==> src/rtl/tas_lock_pkg.sv <==
`timescale 1ns/1ps
package tas_lock_pkg;
    // Word selected by the address code of an access
    typedef enum logic [1:0] {
        SEL_VALUE = 2'd0,
        SEL_PROBE = 2'd1,
        SEL_FID   = 2'd2,
        SEL_FLAG  = 2'd3
    } sel_e;

    // Test-and-set machine
    typedef enum logic {
        TS_OPEN = 1'b0,
        TS_HELD = 1'b1
    } ts_e;

    // Lock-state field convention inside the stored word
    localparam int          LK_ST_LSB = 0;
    localparam int          LK_ST_W   = 2;
    localparam logic [1:0]  LK_BUSY   = 2'd2;
endpackage

==> src/rtl/tas_decode.sv <==
`timescale 1ns/1ps
module tas_decode
    import tas_lock_pkg::*;
#(
    parameter int AW      = 27,
    parameter int FW      = 2,
    parameter int FID_LSB = 25,
    parameter int SEL_LSB = 2
) (
    input  logic [AW-1:0] addr,
    input  logic          rd,
    input  logic          wr,
    input  logic          wbit0,
    output logic [FW-1:0] fid,
    output logic          rd_any,
    output logic          rd_val,
    output logic          rd_probe,
    output logic          rd_fid,
    output logic          wr_val,
    output logic          wr_rel
);
    sel_e sel;

    always_comb begin
        fid      = addr[FID_LSB +: FW];
        sel      = sel_e'(addr[SEL_LSB +: 2]);
        rd_any   = rd && !wr;
        rd_val   = rd_any && (sel == SEL_VALUE);
        rd_probe = rd_any && (sel == SEL_PROBE);
        rd_fid   = rd_any && (sel == SEL_FID);
        wr_val   = wr && (sel == SEL_VALUE);
        wr_rel   = wr && (sel == SEL_FLAG) && !wbit0;
    end
endmodule

==> src/rtl/tas_pick.sv <==
`timescale 1ns/1ps
module tas_pick #(
    parameter int NP = 4,
    parameter int FW = 2
) (
    input  logic [NP-1:0]    req,
    input  logic [NP*FW-1:0] fid,
    output logic [NP-1:0]    grant
);
    localparam int IW = (NP > 1) ? $clog2(NP) : 1;

    logic          found;
    logic [IW-1:0] best;
    logic [FW-1:0] best_fid;

    always_comb begin
        found    = 1'b0;
        best     = '0;
        best_fid = '0;
        for (int i = 0; i < NP; i++) begin
            if (req[i] && (!found || (fid[i*FW +: FW] < best_fid))) begin
                found    = 1'b1;
                best     = IW'(i);
                best_fid = fid[i*FW +: FW];
            end
        end
        grant = '0;
        if (found) grant[best] = 1'b1;
    end
endmodule

==> src/rtl/tas_core.sv <==
`timescale 1ns/1ps
module tas_core
    import tas_lock_pkg::*;
#(
    parameter int NP = 4,
    parameter int FW = 2,
    parameter int DW = 16
) (
    input  logic             clk,
    input  logic             rst_n,
    input  logic [NP-1:0]    rd_grant,
    input  logic [NP*FW-1:0] fid,
    input  logic [NP-1:0]    wr_val,
    input  logic [NP-1:0]    wr_rel,
    input  logic [NP*DW-1:0] wdata,
    output logic             held,
    output logic             busy,
    output logic [DW-1:0]    value,
    output logic             err
);
    ts_e           st_q, st_n;
    logic [FW-1:0] holder_q, holder_n;
    logic [DW-1:0] value_q, value_n;
    logic          err_q, err_n;

    logic [NP-1:0] own, wreq;
    logic          wfound, wis_val;
    logic [DW-1:0] wd_sel;
    logic [FW-1:0] gfid;

    // Next-state process
    always_comb begin
        wreq    = wr_val | wr_rel;
        own     = '0;
        wfound  = 1'b0;
        wis_val = 1'b0;
        wd_sel  = '0;
        gfid    = '0;
        for (int i = 0; i < NP; i++) begin
            own[i] = (st_q == TS_HELD) && (fid[i*FW +: FW] == holder_q);
            if (wreq[i] && own[i] && !wfound) begin
                wfound  = 1'b1;
                wis_val = wr_val[i];
                wd_sel  = wdata[i*DW +: DW];
            end
            if (rd_grant[i]) gfid = fid[i*FW +: FW];
        end

        st_n     = st_q;
        holder_n = holder_q;
        value_n  = value_q;
        err_n    = err_q | (|(wreq & ~own));

        unique case (st_q)
            TS_OPEN: begin
                if (|rd_grant) begin          // CLAIM
                    st_n     = TS_HELD;
                    holder_n = gfid;
                end
            end
            TS_HELD: begin
                if (wfound) begin             // STORE or RELEASE
                    st_n = TS_OPEN;
                    if (wis_val) value_n = wd_sel;
                end
            end
        endcase
    end

    // State register
    always_ff @(posedge clk or negedge rst_n) begin
        if (!rst_n) begin
            st_q     <= TS_OPEN;
            holder_q <= '0;
            value_q  <= '0;
            err_q    <= 1'b0;
        end else begin
            st_q     <= st_n;
            holder_q <= holder_n;
            value_q  <= value_n;
            err_q    <= err_n;
        end
    end

    // Output process
    always_comb begin
        held  = (st_q == TS_HELD);
        busy  = held || (value_q[LK_ST_LSB +: LK_ST_W] == LK_BUSY);
        value = value_q;
        err   = err_q;
    end
endmodule

==> src/rtl/tas_lock_reg.sv <==
`timescale 1ns/1ps
module tas_lock_reg
    import tas_lock_pkg::*;
#(
    parameter int NP      = 4,
    parameter int AW      = 27,
    parameter int DW      = 16,
    parameter int FW      = 2,
    parameter int FID_LSB = 25,
    parameter int SEL_LSB = 2
) (
    input  logic             clk,
    input  logic             rst_n,
    input  logic [NP-1:0]    acc_rd,
    input  logic [NP-1:0]    acc_wr,
    input  logic [NP*AW-1:0] acc_addr,
    input  logic [NP*DW-1:0] acc_wdata,
    output logic [NP-1:0]    acc_rvalid,
    output logic [NP*DW-1:0] acc_rdata,
    output logic [NP-1:0]    acc_rtas,
    output logic             acc_err
);
    logic [NP*FW-1:0] fid;
    logic [NP-1:0]    rd_any, rd_val, rd_probe, rd_fid, wr_val, wr_rel;
    logic [NP-1:0]    rd_grant;
    logic             held, busy;
    logic [DW-1:0]    value;

    for (genvar p = 0; p < NP; p++) begin : g_port
        tas_decode #(
            .AW(AW), .FW(FW), .FID_LSB(FID_LSB), .SEL_LSB(SEL_LSB)
        ) u_dec (
            .addr     (acc_addr[p*AW +: AW]),
            .rd       (acc_rd[p]),
            .wr       (acc_wr[p]),
            .wbit0    (acc_wdata[p*DW]),
            .fid      (fid[p*FW +: FW]),
            .rd_any   (rd_any[p]),
            .rd_val   (rd_val[p]),
            .rd_probe (rd_probe[p]),
            .rd_fid   (rd_fid[p]),
            .wr_val   (wr_val[p]),
            .wr_rel   (wr_rel[p])
        );

        always_ff @(posedge clk or negedge rst_n) begin
            if (!rst_n) begin
                acc_rvalid[p]          <= 1'b0;
                acc_rtas[p]            <= 1'b0;
                acc_rdata[p*DW +: DW]  <= '0;
            end else begin
                acc_rvalid[p] <= rd_any[p];
                acc_rtas[p]   <= rd_any[p] && (!rd_val[p] || held || !rd_grant[p]);
                if (rd_val[p])
                    acc_rdata[p*DW +: DW] <= value;
                else if (rd_probe[p])
                    acc_rdata[p*DW +: DW] <= DW'(busy);
                else if (rd_fid[p])
                    acc_rdata[p*DW +: DW] <= DW'(fid[p*FW +: FW]);
                else
                    acc_rdata[p*DW +: DW] <= '0;
            end
        end
    end

    tas_pick #(.NP(NP), .FW(FW)) u_pick (
        .req   (rd_val),
        .fid   (fid),
        .grant (rd_grant)
    );

    tas_core #(.NP(NP), .FW(FW), .DW(DW)) u_core (
        .clk      (clk),
        .rst_n    (rst_n),
        .rd_grant (rd_grant),
        .fid      (fid),
        .wr_val   (wr_val),
        .wr_rel   (wr_rel),
        .wdata    (acc_wdata),
        .held     (held),
        .busy     (busy),
        .value    (value),
        .err      (acc_err)
    );
endmodule

==> config.mk <==
export PLATFORM = sky130hd
export DESIGN_NAME = tas_lock_reg
export DESIGN_NICKNAME = d
export VERILOG_FILES = /design/src/rtl/tas_lock_pkg.sv /design/src/rtl/tas_decode.sv /design/src/rtl/tas_pick.sv /design/src/rtl/tas_core.sv /design/src/rtl/tas_lock_reg.sv
export SDC_FILE = /design/constraint.sdc
export NUM_CORES = 1
export LEC_CHECK = 0
export BUFFER_PORTS_ARGS = -buffer_cell sky130_fd_sc_hd__buf_4
export CAP_MARGIN = 20
export CORE_MARGIN = 3
export CORE_UTILIZATION = 43
export DETAILED_ROUTE_END_ITERATION = 10
export GPL_TIMING_DRIVEN = 0
export PLACE_DENSITY = 0.83
export RECOVER_POWER = 50
export SYNTH_ARGS = -nofsm -noshare
export SYNTH_HDL_FRONTEND = slang
export SYNTH_SLANG_ARGS = --single-unit
==> constraint.sdc <==
create_clock -name clk -period 2.6 [get_ports clk]
set_input_delay 0.13 -clock clk [delete_from_list [all_inputs] [get_ports clk]]
set_output_delay 0.13 -clock clk [all_outputs]
set_load 0.01 [all_outputs]
# Yosys cells after proc, flatten, opt, wreduce, memory -nomap -nowiden

Cells that the tools add are included.
W data, S select, Z words.

$add $sub $neg: 0
Multiply operators: 0
Divide/modulo/power cells: 0
Order comparisons: 5
Eq/ne operators: 17
Shift operators: 0
Muxes and demuxes: 44
Bitwise operators: 5
Reductions and logical operators: 89

Operator list:

| kind                 | number |
|---|---|
| $mux W16             | 9 |
| $logic_and A1 B1 Y1  | 47 |
| $mux W2              | 16 |
| $logic_not A1 Y1     | 22 |
| $eq A2 B2 Y1 const B | 9 |
| $mux W1              | 16 |
| $logic_or A1 B1 Y1   | 12 |
| $eq A2 B1 Y1 const B | 4 |
| $eq A2 B2 Y1         | 4 |
| $logic_not A2 Y1     | 4 |
| $reduce_or A4 Y1     | 2 |
| $lt A2 B2 Y1         | 3 |
| $and A4 B4 Y4        | 1 |
| $mux W4              | 1 |
| $not A4 Y4           | 1 |
| $or A4 B4 Y4         | 1 |
| $lt A2 B3 Y1 const B | 1 |
| $reduce_and A3 Y1    | 1 |
| $demux W1 S2         | 1 |
| $ge A2 B1 Y1 const B | 1 |
| $pmux W1 S2          | 1 |
| $reduce_and A2 Y1    | 1 |
| $not A1 Y1           | 1 |
| $or A1 B1 Y1         | 1 |

Bits in registers: 92
Bits in latches: 0
Bits in writable memories: 0
Bits in read-only memories: 0
Bits of input ports: 182
Output and inout bits: 73
Logic and storage cells: 176
Memories kept: 0

# Logic depth before layout (Yosys ltp)

Gate-level depths: netlist of run 1.

Word-level depth: 25
Mapped depth: 21
Gate-level depth less buffers: 19

# Modules after synthesis

A second synthesis of run 1 with hierarchy kept.

Cell total of the unflattened synthesis: 441
Area total of the unflattened synthesis: 4677.0 µm²

By module, submodules not included:

| module       | instances | cells an instance | area each (µm²) | sequential area each (µm²) |
|---|---|---|---|---|
| tas_lock_reg | 1         | 169               | 2412.3          | 1801.7 |
| tas_core     | 1         | 202               | 1652.8          | 500.5 |
| tas_decode   | 4         | 8                 | 82.6            | 0.0 |
| tas_pick     | 1         | 38                | 281.5           | 0.0 |

# Worst setup path after synthesis of run 1

No wires, ideal clock.

Kind: input port to flip-flop
From: input port acc_wr[0]
To: register acc_rtas[0]
Library setup time: 0.124 ns
Arrival: 4.303 ns
Setup slack: -1.827 ns
Stages: 21
Path through: nor4b_2 -> clkbuf_1 -> clkbuf_1 -> nand2_1 -> ha_1 -> a21oi_1 -> o21ai_0 -> nor2_1 -> a31oi_1 -> ha_1 -> o22ai_1 -> and2_1 -> or2_1 -> o21a_1 -> ha_1 -> nor2_1 -> and3_1 -> a32o_1 -> a21oi_1 -> nand2_1 -> o31a_1

Word-level cells in the longest chain between the ends: 24
Elaborated cells between the ends (all ways): 36

RTL lines:

| element                                                                   | line               | RTL |
|---|---|---|
| from (decl)                                                               | tas_lock_reg.sv:15 | `input logic [NP-1:0] acc_wr,` |
| $logic_not A1 Y1 (*)                                                      | tas_decode.sv:27   | `rd_any = rd && !wr;` |
| $logic_and A1 B1 Y1 (*)                                                   | tas_decode.sv:27   |  |
| $logic_and A1 B1 Y1                                                       | tas_decode.sv:28   | `rd_val = rd_any && (sel == SEL_VALUE);` |
| $mux W2 / $mux W1 (equally long branches)                                 | tas_pick.sv:21     | `if (req[i] && (!found \|\| (fid[i*FW +: FW] < best_fid))) begin` |
| $lt A2 B2 Y1 / $logic_not A1 Y1 (equally long branches)                   | tas_pick.sv:21     |  |
| $logic_or A1 B1 Y1                                                        | tas_pick.sv:21     |  |
| $logic_and A1 B1 Y1                                                       | tas_pick.sv:21     |  |
| $mux W2 / $mux W1 (equally long branches)                                 | tas_pick.sv:21     |  |
| (+8 left out)                                                             | n/a                |  |
| $lt A2 B3 Y1 (implied by the code) / $ge A2 B1 Y1 (equally long branches) | tas_pick.sv:28     | `if (found) grant[best] = 1'b1;` |
| $logic_and A1 B1 Y1 (implied by the code)                                 | tas_pick.sv:28     |  |
| $mux W1 (implied by the code)                                             | tas_pick.sv:28     |  |
| $demux W1 S2                                                              | n/a                |  |
| $mux W4                                                                   | tas_pick.sv:28     |  |
| $logic_not A1 Y1                                                          | tas_lock_reg.sv:53 | `acc_rtas[p] <= rd_any[p] && (!rd_val[p] \|\| held \|\| !rd_grant[p]);` |
| $logic_or A1 B1 Y1                                                        | tas_lock_reg.sv:53 |  |
| $logic_and A1 B1 Y1 (*)                                                   | tas_lock_reg.sv:53 |  |
| to (signal, indexed assignment)                                           | tas_lock_reg.sv:53 |  |
| to (decl)                                                                 | tas_lock_reg.sv:20 | `output logic [NP-1:0] acc_rtas,` |

Every way passes the cells marked *; elsewhere a longest branch is shown, timed or not.
A chain may end at the register's enable or synchronous reset.

# Worst setup path in the final report of run 1

From: input port acc_addr[3]
To: register u_core.holder_q[1]

Word-level cells in the longest chain between the ends: 24
Elaborated cells between the ends (all ways): 36

RTL lines:

| element                                                                   | line               | RTL |
|---|---|---|
| from (decl)                                                               | tas_lock_reg.sv:16 | `input logic [NP*AW-1:0] acc_addr,` |
| $logic_not A2 Y1 (*)                                                      | tas_decode.sv:28   |  |
| $logic_and A1 B1 Y1 (*)                                                   | tas_decode.sv:28   |  |
| $mux W2 / $mux W1 (equally long branches)                                 | tas_pick.sv:21     |  |
| $lt A2 B2 Y1 / $logic_not A1 Y1 (equally long branches)                   | tas_pick.sv:21     |  |
| $logic_or A1 B1 Y1                                                        | tas_pick.sv:21     |  |
| $logic_and A1 B1 Y1                                                       | tas_pick.sv:21     |  |
| $mux W2 / $mux W1 (equally long branches)                                 | tas_pick.sv:21     |  |
| $lt A2 B2 Y1 / $logic_not A1 Y1 (equally long branches)                   | tas_pick.sv:21     |  |
| (+5 left out)                                                             | n/a                |  |
| $logic_and A1 B1 Y1                                                       | tas_pick.sv:21     |  |
| $mux W2                                                                   | tas_pick.sv:21     |  |
| $lt A2 B3 Y1 (implied by the code) / $ge A2 B1 Y1 (equally long branches) | tas_pick.sv:28     |  |
| $logic_and A1 B1 Y1 (implied by the code)                                 | tas_pick.sv:28     |  |
| $mux W1 (implied by the code)                                             | tas_pick.sv:28     |  |
| $demux W1 S2                                                              | n/a                |  |
| $mux W4 (*)                                                               | tas_pick.sv:28     |  |
| $mux W2 (4 in series)                                                     | tas_core.sv:46     | `if (rd_grant[i]) gfid = fid[i*FW +: FW];` |
| to (signal assigned)                                                      | tas_core.sv:79     | `holder_q <= holder_n;` |
| to (decl)                                                                 | tas_core.sv:22     | `logic [FW-1:0] holder_q, holder_n;` |

Marked as above.

==> metrics.log, run 1 <==
INFO  metric post-route-drc-count = 0
INFO  metric timing_worst_slew_pin_value = 1.92 ns
INFO  metric final.setup_skew = 0.0163 ns
INFO  metric power.density_cell_area = 541 nW/µm²
INFO  metric synth.yosys.warnings = 0
INFO  metric worst_skew_pair.late_latency = 0.37 ns
INFO  metric edff_count_synth = 0
INFO  metric layout-drive-gt1-share = 0.424
INFO  metric vias = 3760
INFO  metric area_growth = 47.8%
INFO  metric worstHoldStart = acc_wdata[48]
INFO  metric share_comb_of_total_power = 0.234
INFO  metric netlist-cell-type-count = 58
INFO  metric power.sequential.fraction = 0.465
INFO  metric grt_first_pass_wirelength = 20300 µm
INFO  metric route.met2.wl = 6330 µm
INFO  metric dp.final_hpwl = 9660 µm
INFO  metric worst-path-max-fanout = 4
INFO  metric synthesis.area_per_instance = 11.4 µm²
INFO  metric avgViaCountPerCell = 5.34
INFO  metric rsz_0062_raised_after_global_routing = yes
INFO  metric final_design_area_no_fill = 6220 µm²
INFO  metric maximum_capacitance_violations = 1
INFO  metric cell_int_power = 2.34 mW
INFO  metric worst_setup_path_start_kind = input pin
INFO  metric instance_count_of_the_mapped_netlist = 369
INFO  metric antennaDiodeCount = 0
INFO  metric worst_path_most_repeated_cell = sky130_fd_sc_hd__ha_4
INFO  metric wirelength_met1 = 5470 µm
INFO  metric swShare = 0.304
INFO  metric slowest_cell_delay_on_critical_path = 0.35 ns
INFO  metric grt_max_degree = 93
INFO  metric root_buffer = sky130_fd_sc_hd__clkbuf_8
INFO  metric hold_path_depth = 3
INFO  metric period_minus_ws_final = 3.58 ns
INFO  metric synth.cell_area = 4210 µm²
INFO  metric die_x = 105 µm
INFO  metric cp_data_required_time = 2.85 ns
INFO  metric total_leakage_power = 3.10 nW
INFO  metric finalNetCount = 755
INFO  metric worstPathCellList = buf_12, nor4b_4, clkbuf_8, clkbuf_16, nand2_4, ha_4, a21oi_2, o21ai_2, nor2_1, a31oi_1, ha_2, o22ai_4, and2_4, or2_4, o21a_1, ha_4, o32ai_2, a32o_2, a21oi_4, buf_4, nand3b_1, o211ai_2
INFO  metric vdd_ir_drop_max = 310 µV
INFO  metric wl_per_cell = 18.9 µm
INFO  metric startpoint_to_endpoint_class_of_the_critical_path = input pin to flip-flop
INFO  metric worstSetupEndpointType = flip-flop
INFO  metric h_tree_depth_reported_by_cts = 3
INFO  metric postLayoutSetupSlackWorst = -0.983 ns
INFO  metric arrival = 3.83 ns
INFO  metric timing.final.crit_share = 1.38
INFO  metric r2r_slack = 0.19 ns
INFO  metric grt_pass1_vias = 3728
INFO  metric floorplan_core_area = 9370 µm²
INFO  metric detail_route.wirelength = 13300 µm
INFO  metric cts_tree = yes
INFO  metric die_y = 105 µm
INFO  metric r2r-end = u_core.value[12]
INFO  metric top_layer = met4
INFO  metric dieArea = 11000 µm²
INFO  metric net_count_of_the_mapped_netlist = 554
INFO  metric firstDrtPassIters = 4
INFO  metric hold_viol_final = 0
INFO  metric io_pins = 255
INFO  metric dr.first_iter.drc_count = 206
INFO  metric cts-root-to-sink-buffers = 2
INFO  metric regToRegStartpoint = u_core.holder_q[0]
INFO  metric maxSlewHeadroom = -0.277
INFO  metric run_status = finished, violations left
INFO  metric setup_viol = 6
INFO  metric worstHoldEndpoint = u_core.value[0]
INFO  metric critical_path.slowest_cell = sky130_fd_sc_hd__nor4b_4
INFO  metric floorplan.initialDensity = 0.449
INFO  metric clock-sinks = 92
INFO  metric num_rows = 35
INFO  metric r2r.worst_path.cells = 9
INFO  metric timing_max_transition_violations_final = 36
INFO  metric violations = capacitance limit, slew limit, setup timing
INFO  metric worst_hold_path_type = input pin to flip-flop
INFO  metric cts-buffers-inserted = 9
INFO  metric dpl.cell_count = 661
INFO  metric fraction_of_the_yosys_area_taken_by_sequential_cells = 0.547
INFO  metric achievable-frequency = 0.279 GHz
INFO  metric antenna_found_initial = 0
INFO  metric switching_power = 1.02 mW
INFO  metric met3WireLength = 1090 µm
INFO  metric postSynth.asyncResetShare = 1.00
INFO  metric ys_dominant_reg_cell = sky130_fd_sc_hd__dfrtp_1
INFO  metric globalRouteOverflowTotal = 0
INFO  metric gpl_congestion = 0.917
INFO  metric grt_util_overall = 0.238
INFO  metric post_dp_cell_area = 5660 µm²
INFO  metric antenna_violating_nets_post_route = 0
INFO  metric port_buffers = 162
INFO  metric clockPowerShare = 0.302
INFO  metric path_clk_slew = 0.10 ns
INFO  metric stdcell_count = 704
INFO  metric postSynthRegisterBits = 92
==> cells in the mapped netlist (4+ instances only) <==
master / instances / share of area
sky130_fd_sc_hd__and2_1: 59 / 0.088
sky130_fd_sc_hd__o21ai_0: 8 / 0.0095
sky130_fd_sc_hd__dfrtp_1: 92 / 0.55
sky130_fd_sc_hd__nand3_1: 5 / 0.0059
sky130_fd_sc_hd__nor2_1: 31 / 0.028
sky130_fd_sc_hd__mux2_1: 9 / 0.024
sky130_fd_sc_hd__a221oi_1: 15 / 0.031
sky130_fd_sc_hd__mux2i_1: 6 / 0.014
sky130_fd_sc_hd__mux2_2: 6 / 0.016
sky130_fd_sc_hd__xnor2_1: 8 / 0.017
sky130_fd_sc_hd__inv_1: 7 / 0.0062
sky130_fd_sc_hd__o31a_1: 4 / 0.0083
sky130_fd_sc_hd__nand2_1: 15 / 0.013
sky130_fd_sc_hd__a21oi_1: 5 / 0.0059
sky130_fd_sc_hd__buf_2: 6 / 0.0071
sky130_fd_sc_hd__clkbuf_1: 11 / 0.0098
sky130_fd_sc_hd__nand2b_1: 4 / 0.0059
sky130_fd_sc_hd__o2bb2ai_1: 15 / 0.031
==> state kept, by name, summed over array words and instances, names as in the netlist <==
name             flops
acc_rvalid           4
acc_rtas             4
acc_rdata           64
u_core.held          1
u_core.err           1
u_core.value        16
u_core.holder_q      2
==> power groups by stage <==
stage,clock network [mW],registers [mW],logic (mW)
3_5_place_dp,0,1.59,0.721
5_1_grt,1.09,1.57,0.860
2_1_floorplan,0,1.58,0.411
3_3_place_gp,0,1.59,0.701
4_1_cts,1.03,1.56,0.763
6_report,1.01,1.56,0.785
==> per-stage QoR <==
step | setup TNS [ns] | hold WS [ns] | setup slack, ns | power, mW | util
2_1_floorplan | -6.76 | -0.166 | -1.25 | 1.99 | -
3_3_place_gp | -11.41 | 0.350 | -2.02 | 2.29 | 0.602
3_5_place_dp | -11.33 | 0.361 | -2.02 | 2.31 | 0.604
4_1_cts | -5.28 | 0.00399 | -0.938 | 3.36 | 0.652
5_1_grt | -6.32 | 0.0258 | -1.11 | 3.53 | 0.663
6_report | -5.65 | 0.0177 | -0.983 | 3.36 | 0.663
==> worst max path at each step <==
stage	end	startpoint	cells past startpoint	slack, ns
after detailed placement	acc_rtas[1]	acc_addr[2]	21	-2.02
after global routing	u_core.holder_q[0]	acc_addr[3]	22	-1.11
final	u_core.holder_q[1]	acc_addr[3]	22	-0.98
after CTS	acc_rtas[1]	acc_wr[0]	21	-0.94
after global placement	acc_rtas[0]	acc_addr[2]	22	-2.02
after floorplan	acc_rtas[0]	acc_addr[2]	21	-1.25
==> layer usage <==
layer  up-vias  track usage
met5         -            0
met4         0       0.0947
met3        34       0.0642
met2       179        0.376
met1      1823        0.313
li1       1724            -
==> logic make-up (layout without fill, tap and decap cells) <==
| logic type | Yosys count | in the layout | share of synthesized area |
|---|---|---|---|
| XOR/XNOR | 8 | 8 | 0.0167 |
| flip-flops | 92 | 92 | 0.547 |
| buffers and inverters | 25 | 231 | 0.0259 |
| multiplexers | 21 | 21 | 0.0544 |
| adder cells (fa/ha/maj) | 3 | 3 | 0.00893 |
| AND/OR/NAND/NOR | 142 | 142 | 0.192 |
| AO/OA/AOI/OAI | 78 | 78 | 0.155 |
==> worst max-delay path: cells and delay by family <==
family | cells | cell delay [ns]
AOI/OAI and AO/OA | 9 | 1.31
adders and majority gates | 3 | 0.80
buffers and inverters | 4 | 0.60
and+or+nand+nor | 6 | 0.99
==> repair_timing <==
action                     CTS  global route
hold buffers                 5             1
gates cloned                 0             0
setup endpoints to repair    6            16
resized for setup           23             5
pin swaps                   15             7
setup buffers               11             9
hold endpoints to repair     5            35
==> layout by cell type, fill, tap and decap left out, types with 3 or more instances in the layout <==
cell type                         n
sky130_fd_sc_hd__mux2i_1          6
sky130_fd_sc_hd__mux2_2           6
sky130_fd_sc_hd__clkbuf_1         9
sky130_fd_sc_hd__buf_2            6
sky130_fd_sc_hd__inv_6            3
sky130_fd_sc_hd__inv_1            7
sky130_fd_sc_hd__nor3_1           3
sky130_fd_sc_hd__o22a_1           3
sky130_fd_sc_hd__clkbuf_8        10
sky130_fd_sc_hd__nor2b_1          3
sky130_fd_sc_hd__nand3_1          5
sky130_fd_sc_hd__dlygate4sd3_1    6
sky130_fd_sc_hd__and2_1          58
sky130_fd_sc_hd__nor2_1          29
sky130_fd_sc_hd__o21ai_0          6
sky130_fd_sc_hd__mux2_1           9
sky130_fd_sc_hd__and3_1           3
sky130_fd_sc_hd__a21oi_1          3
sky130_fd_sc_hd__a221oi_1        15
sky130_fd_sc_hd__buf_4          177
sky130_fd_sc_hd__o2bb2ai_1       15
sky130_fd_sc_hd__o31a_1           4
sky130_fd_sc_hd__nand2b_1         4
sky130_fd_sc_hd__nand2_1         13
sky130_fd_sc_hd__buf_6            3
sky130_fd_sc_hd__xnor2_1          8
sky130_fd_sc_hd__dfrtp_1         92
sky130_fd_sc_hd__a31oi_1          3
==> area by class of cell <==
type | instances | area [µm²]
multi-input cells | 252 | 1920
plain buffers | 18 | 116
clock buffers | 9 | 124
well taps | 129 | 161
inverters | 7 | 26.3
fillers | 767 | 3150
clock inverters | 7 | 88.8
repair buffers | 190 | 1480
flip-flops and latches | 92 | 2300
(Power assumes the default switching activity.)
==> inputs of run 2 (changes only) <==
--- a/config.mk
+++ b/config.mk
@@ -11,6 +11,7 @@
 export CORE_UTILIZATION = 43
 export DETAILED_ROUTE_END_ITERATION = 10
 export GPL_TIMING_DRIVEN = 0
+export MAX_ROUTING_LAYER = met4
 export PLACE_DENSITY = 0.83
 export RECOVER_POWER = 50
 export SYNTH_ARGS = -nofsm -noshare
==> metrics.log, run 2 (synthesized netlist as in run 1, its figures left out) <==
INFO  metric run_status = finished, violations left
INFO  metric violations = capacitance limit, slew limit, setup timing
INFO  metric grt_util_overall = 0.244 (+0.00613)
INFO  metric worst-path-max-fanout = 7 (+3)
INFO  metric firstDrtPassIters = 5 (+1)
INFO  metric maximum_capacitance_violations = 1 (unchanged)
INFO  metric antenna_found_initial = 0 (unchanged)
INFO  metric gpl_congestion = 0.913 (-0.38%)
INFO  metric switching_power = 0.984 mW (-3.5%)
INFO  metric arrival = 3.84 ns (about the same)
INFO  metric floorplan_core_area = 9370 µm² (unchanged)
INFO  metric root_buffer = sky130_fd_sc_hd__clkbuf_8
INFO  metric num_rows = 35 (unchanged)
INFO  metric finalNetCount = 746 (-1.2%)
INFO  metric maxSlewHeadroom = -0.286 (-0.00914)
INFO  metric rsz_0062_raised_after_global_routing = yes
INFO  metric groute.layer.met3.usage = 0.0482 (-0.0161)
INFO  metric dr.first_iter.drc_count = 202 (-1.9%)
INFO  metric detail_route.wirelength = 13000 µm (-2.3%)
INFO  metric antennaDiodeCount = 0 (unchanged)
INFO  metric finish.utilization = 0.650 (-0.0132)
INFO  metric port_buffers = 162 (unchanged)
INFO  metric period_minus_ws_final = 3.62 ns (+0.0334 ns)
INFO  metric top_reg_by_flops = acc_rdata
INFO  metric grt_pass1_vias = 3707 (-0.56%)
INFO  metric power.density_cell_area = 540 nW/µm² (about the same)
INFO  metric worst_skew_pair.late_latency = 0.36 ns (about the same)
INFO  metric worst_hold_path_type = input pin to flip-flop
INFO  metric h_tree_depth_reported_by_cts = 3 (unchanged)
INFO  metric achievable-frequency = 0.276 GHz (-0.92%)
INFO  metric cell_int_power = 2.31 mW (-1.4%)
INFO  metric stdcell_count = 694 (-1.4%)
INFO  metric vdd_ir_drop_max = 331 µV (+6.6%)
INFO  metric layout-drive-gt1-share = 0.391 (-0.0332)
INFO  metric cts-root-to-sink-buffers = 2 (unchanged)
INFO  metric timing.final.crit_share = 1.39 (+0.0129)
INFO  metric timing_worst_slew_pin_value = 1.93 ns (+0.0137 ns)
INFO  metric antenna_violating_nets_post_route = 0 (unchanged)
INFO  metric worst_setup_path_start_kind = input pin
INFO  metric die_y = 105 µm (unchanged)
INFO  metric clockPowerShare = 0.295 (-0.007)
INFO  metric cp_data_required_time = 2.82 ns (-0.03 ns)
INFO  metric commonest_non_fill_non_tap_cell_in_the_layout = sky130_fd_sc_hd__buf_4
INFO  metric number_of_flip_flops_in_the_largest_register = 64 (unchanged)
INFO  metric die_x = 105 µm (unchanged)
INFO  metric globalRoute.busiestLayer = met2
INFO  metric groute.layer.met1.usage = 0.330 (+0.0173)
INFO  metric timing_max_transition_violations_final = 40 (+11%)
INFO  metric hold_viol_final = 0 (unchanged)
INFO  metric dp.final_hpwl = 9580 µm (-0.80%)
INFO  metric worst_hold_slack = 0.0309 ns (+0.0132 ns)
INFO  metric share_comb_of_total_power = 0.222 (-0.012)
INFO  metric post-route-drc-count = 0 (unchanged)
INFO  metric layout.cells.most_common_list = sky130_fd_sc_hd__buf_4, sky130_fd_sc_hd__dfrtp_1, sky130_fd_sc_hd__and2_1
INFO  metric power.sequential.fraction = 0.482 (+0.017)
INFO  metric swShare = 0.299 (-0.00458)
INFO  metric final.setup_skew = 0.0154 ns (-0.000962 ns)
INFO  metric floorplan.initialDensity = 0.449 (unchanged)
INFO  metric cts_tree = yes
INFO  metric vias = 3612 (-3.9%)
INFO  metric dieArea = 11000 µm² (unchanged)
INFO  metric path_clk_slew = 0.09 ns (about the same)
INFO  metric startpoint_to_endpoint_class_of_the_critical_path = input pin to flip-flop
INFO  metric groute.layer.met2.usage = 0.373 (-0.00275)
INFO  metric dpl.cell_count = 661 (unchanged)
INFO  metric area_growth = 44.9%
INFO  metric worstSetupEndpointType = flip-flop
INFO  metric cts-buffers-inserted = 9 (unchanged)
INFO  metric wl_per_cell = 18.7 µm (-0.93%)
INFO  metric clock-sinks = 92 (unchanged)
INFO  metric postLayoutSetupSlackWorst = -1.02 ns (-0.0334 ns)
INFO  metric total_leakage_power = 2.98 nW (-4.0%)
INFO  metric grt_max_degree = 93 (unchanged)
INFO  metric globalRouteOverflowTotal = 0 (unchanged)
INFO  metric avgViaCountPerCell = 5.20 (-2.6%)
INFO  metric setup_viol = 6 (unchanged)
INFO  metric io_pins = 255 (unchanged)
INFO  metric grt_first_pass_wirelength = 20400 µm (+0.58%)
-- run 2: per-stage QoR --
step | setup TNS [ns] | total power, mW | setup WS (ns) | instance area (µm²)
floorplan | -6.76 | 1.99 | -1.25 | 4270
global placement | -11.63 | 2.29 | -2.05 | 5650
CTS | -5.39 | 3.31 | -0.956 | 6100
global route | -6.85 | 3.46 | -1.19 | 6090
detailed placement | -11.51 | 2.31 | -2.05 | 5660
finish | -5.74 | 3.29 | -1.02 | 6090
-- run 2: layer usage --
metal  wire (µm)  up-vias
met5           0        -
met3         833       28
met1        5740     1721
met4         282        0
li1            -     1706
met2        6130      157
-- run 2: final timing paths --
path	end	cells after the start	slack [ns]	startpoint
setup / recovery	u_core.holder_q[0]	23	-1.02	acc_addr[3]
hold / removal	u_core.value[0]	3	0.03	acc_wdata[48]
setup reg to reg	u_core.value[9]	9	0.19	u_core.holder_q[1]
hold reg to reg	u_core.err	1	0.50	u_core.err
max in group asynchronous	u_core.err	3	0.45	rst_n
min in group asynchronous	acc_rdata[44]	2	0.83	rst_n
-- run 2: worst max-delay path: stages --
cell and delay (ns):
sky130_fd_sc_hd__buf_8 0.11, sky130_fd_sc_hd__nor4b_4 0.34, sky130_fd_sc_hd__clkbuf_8 0.21, sky130_fd_sc_hd__clkbuf_16 0.12, sky130_fd_sc_hd__nand2_4 0.04, sky130_fd_sc_hd__ha_4 0.28, sky130_fd_sc_hd__a21oi_4 0.06, sky130_fd_sc_hd__o21ai_4 0.21
sky130_fd_sc_hd__nor2_2 0.07, sky130_fd_sc_hd__a31oi_2 0.17, sky130_fd_sc_hd__ha_2 0.31, sky130_fd_sc_hd__o22ai_4 0.19, sky130_fd_sc_hd__and2_4 0.17, sky130_fd_sc_hd__or2_4 0.12, sky130_fd_sc_hd__o21a_1 0.16, sky130_fd_sc_hd__ha_4 0.16
sky130_fd_sc_hd__nor2_2 0.04, sky130_fd_sc_hd__and3_1 0.14, sky130_fd_sc_hd__a32o_2 0.28, sky130_fd_sc_hd__a21oi_4 0.17, sky130_fd_sc_hd__buf_6 0.12, sky130_fd_sc_hd__mux2i_1 0.16, sky130_fd_sc_hd__a21oi_1 0.09
-- run 2: layout make-up --
| class | count | area [µm²] |
|---|---|---|
| flip-flops and latches | 92 | 2300 |
| well taps | 129 | 161 |
| repair buffers | 182 | 1340 |
| clock inverters | 6 | 76.3 |
| multi-input cells | 252 | 1950 |
| inverters | 7 | 26.3 |
| clock buffers | 9 | 124 |
| plain buffers | 17 | 111 |
| fillers | 779 | 3280 |
-- run 2: power by group through the flow --
stage	Clock [mW]	Sequential, mW	Combinational [mW]
3_5_place_dp	0	1.59	0.721
4_1_cts	0.991	1.56	0.756
6_report	0.971	1.59	0.732
3_3_place_gp	0	1.59	0.702
5_1_grt	1.06	1.60	0.801
2_1_floorplan	0	1.58	0.411
-- run 2: timing repair --
item                                    CTS  global route
endpoints found under the setup margin    6            16
resized for setup                        21            10
hold endpoints to repair                  5            38
hold buffers                              5             1
pin swaps                                13            14
setup buffers                            11             1
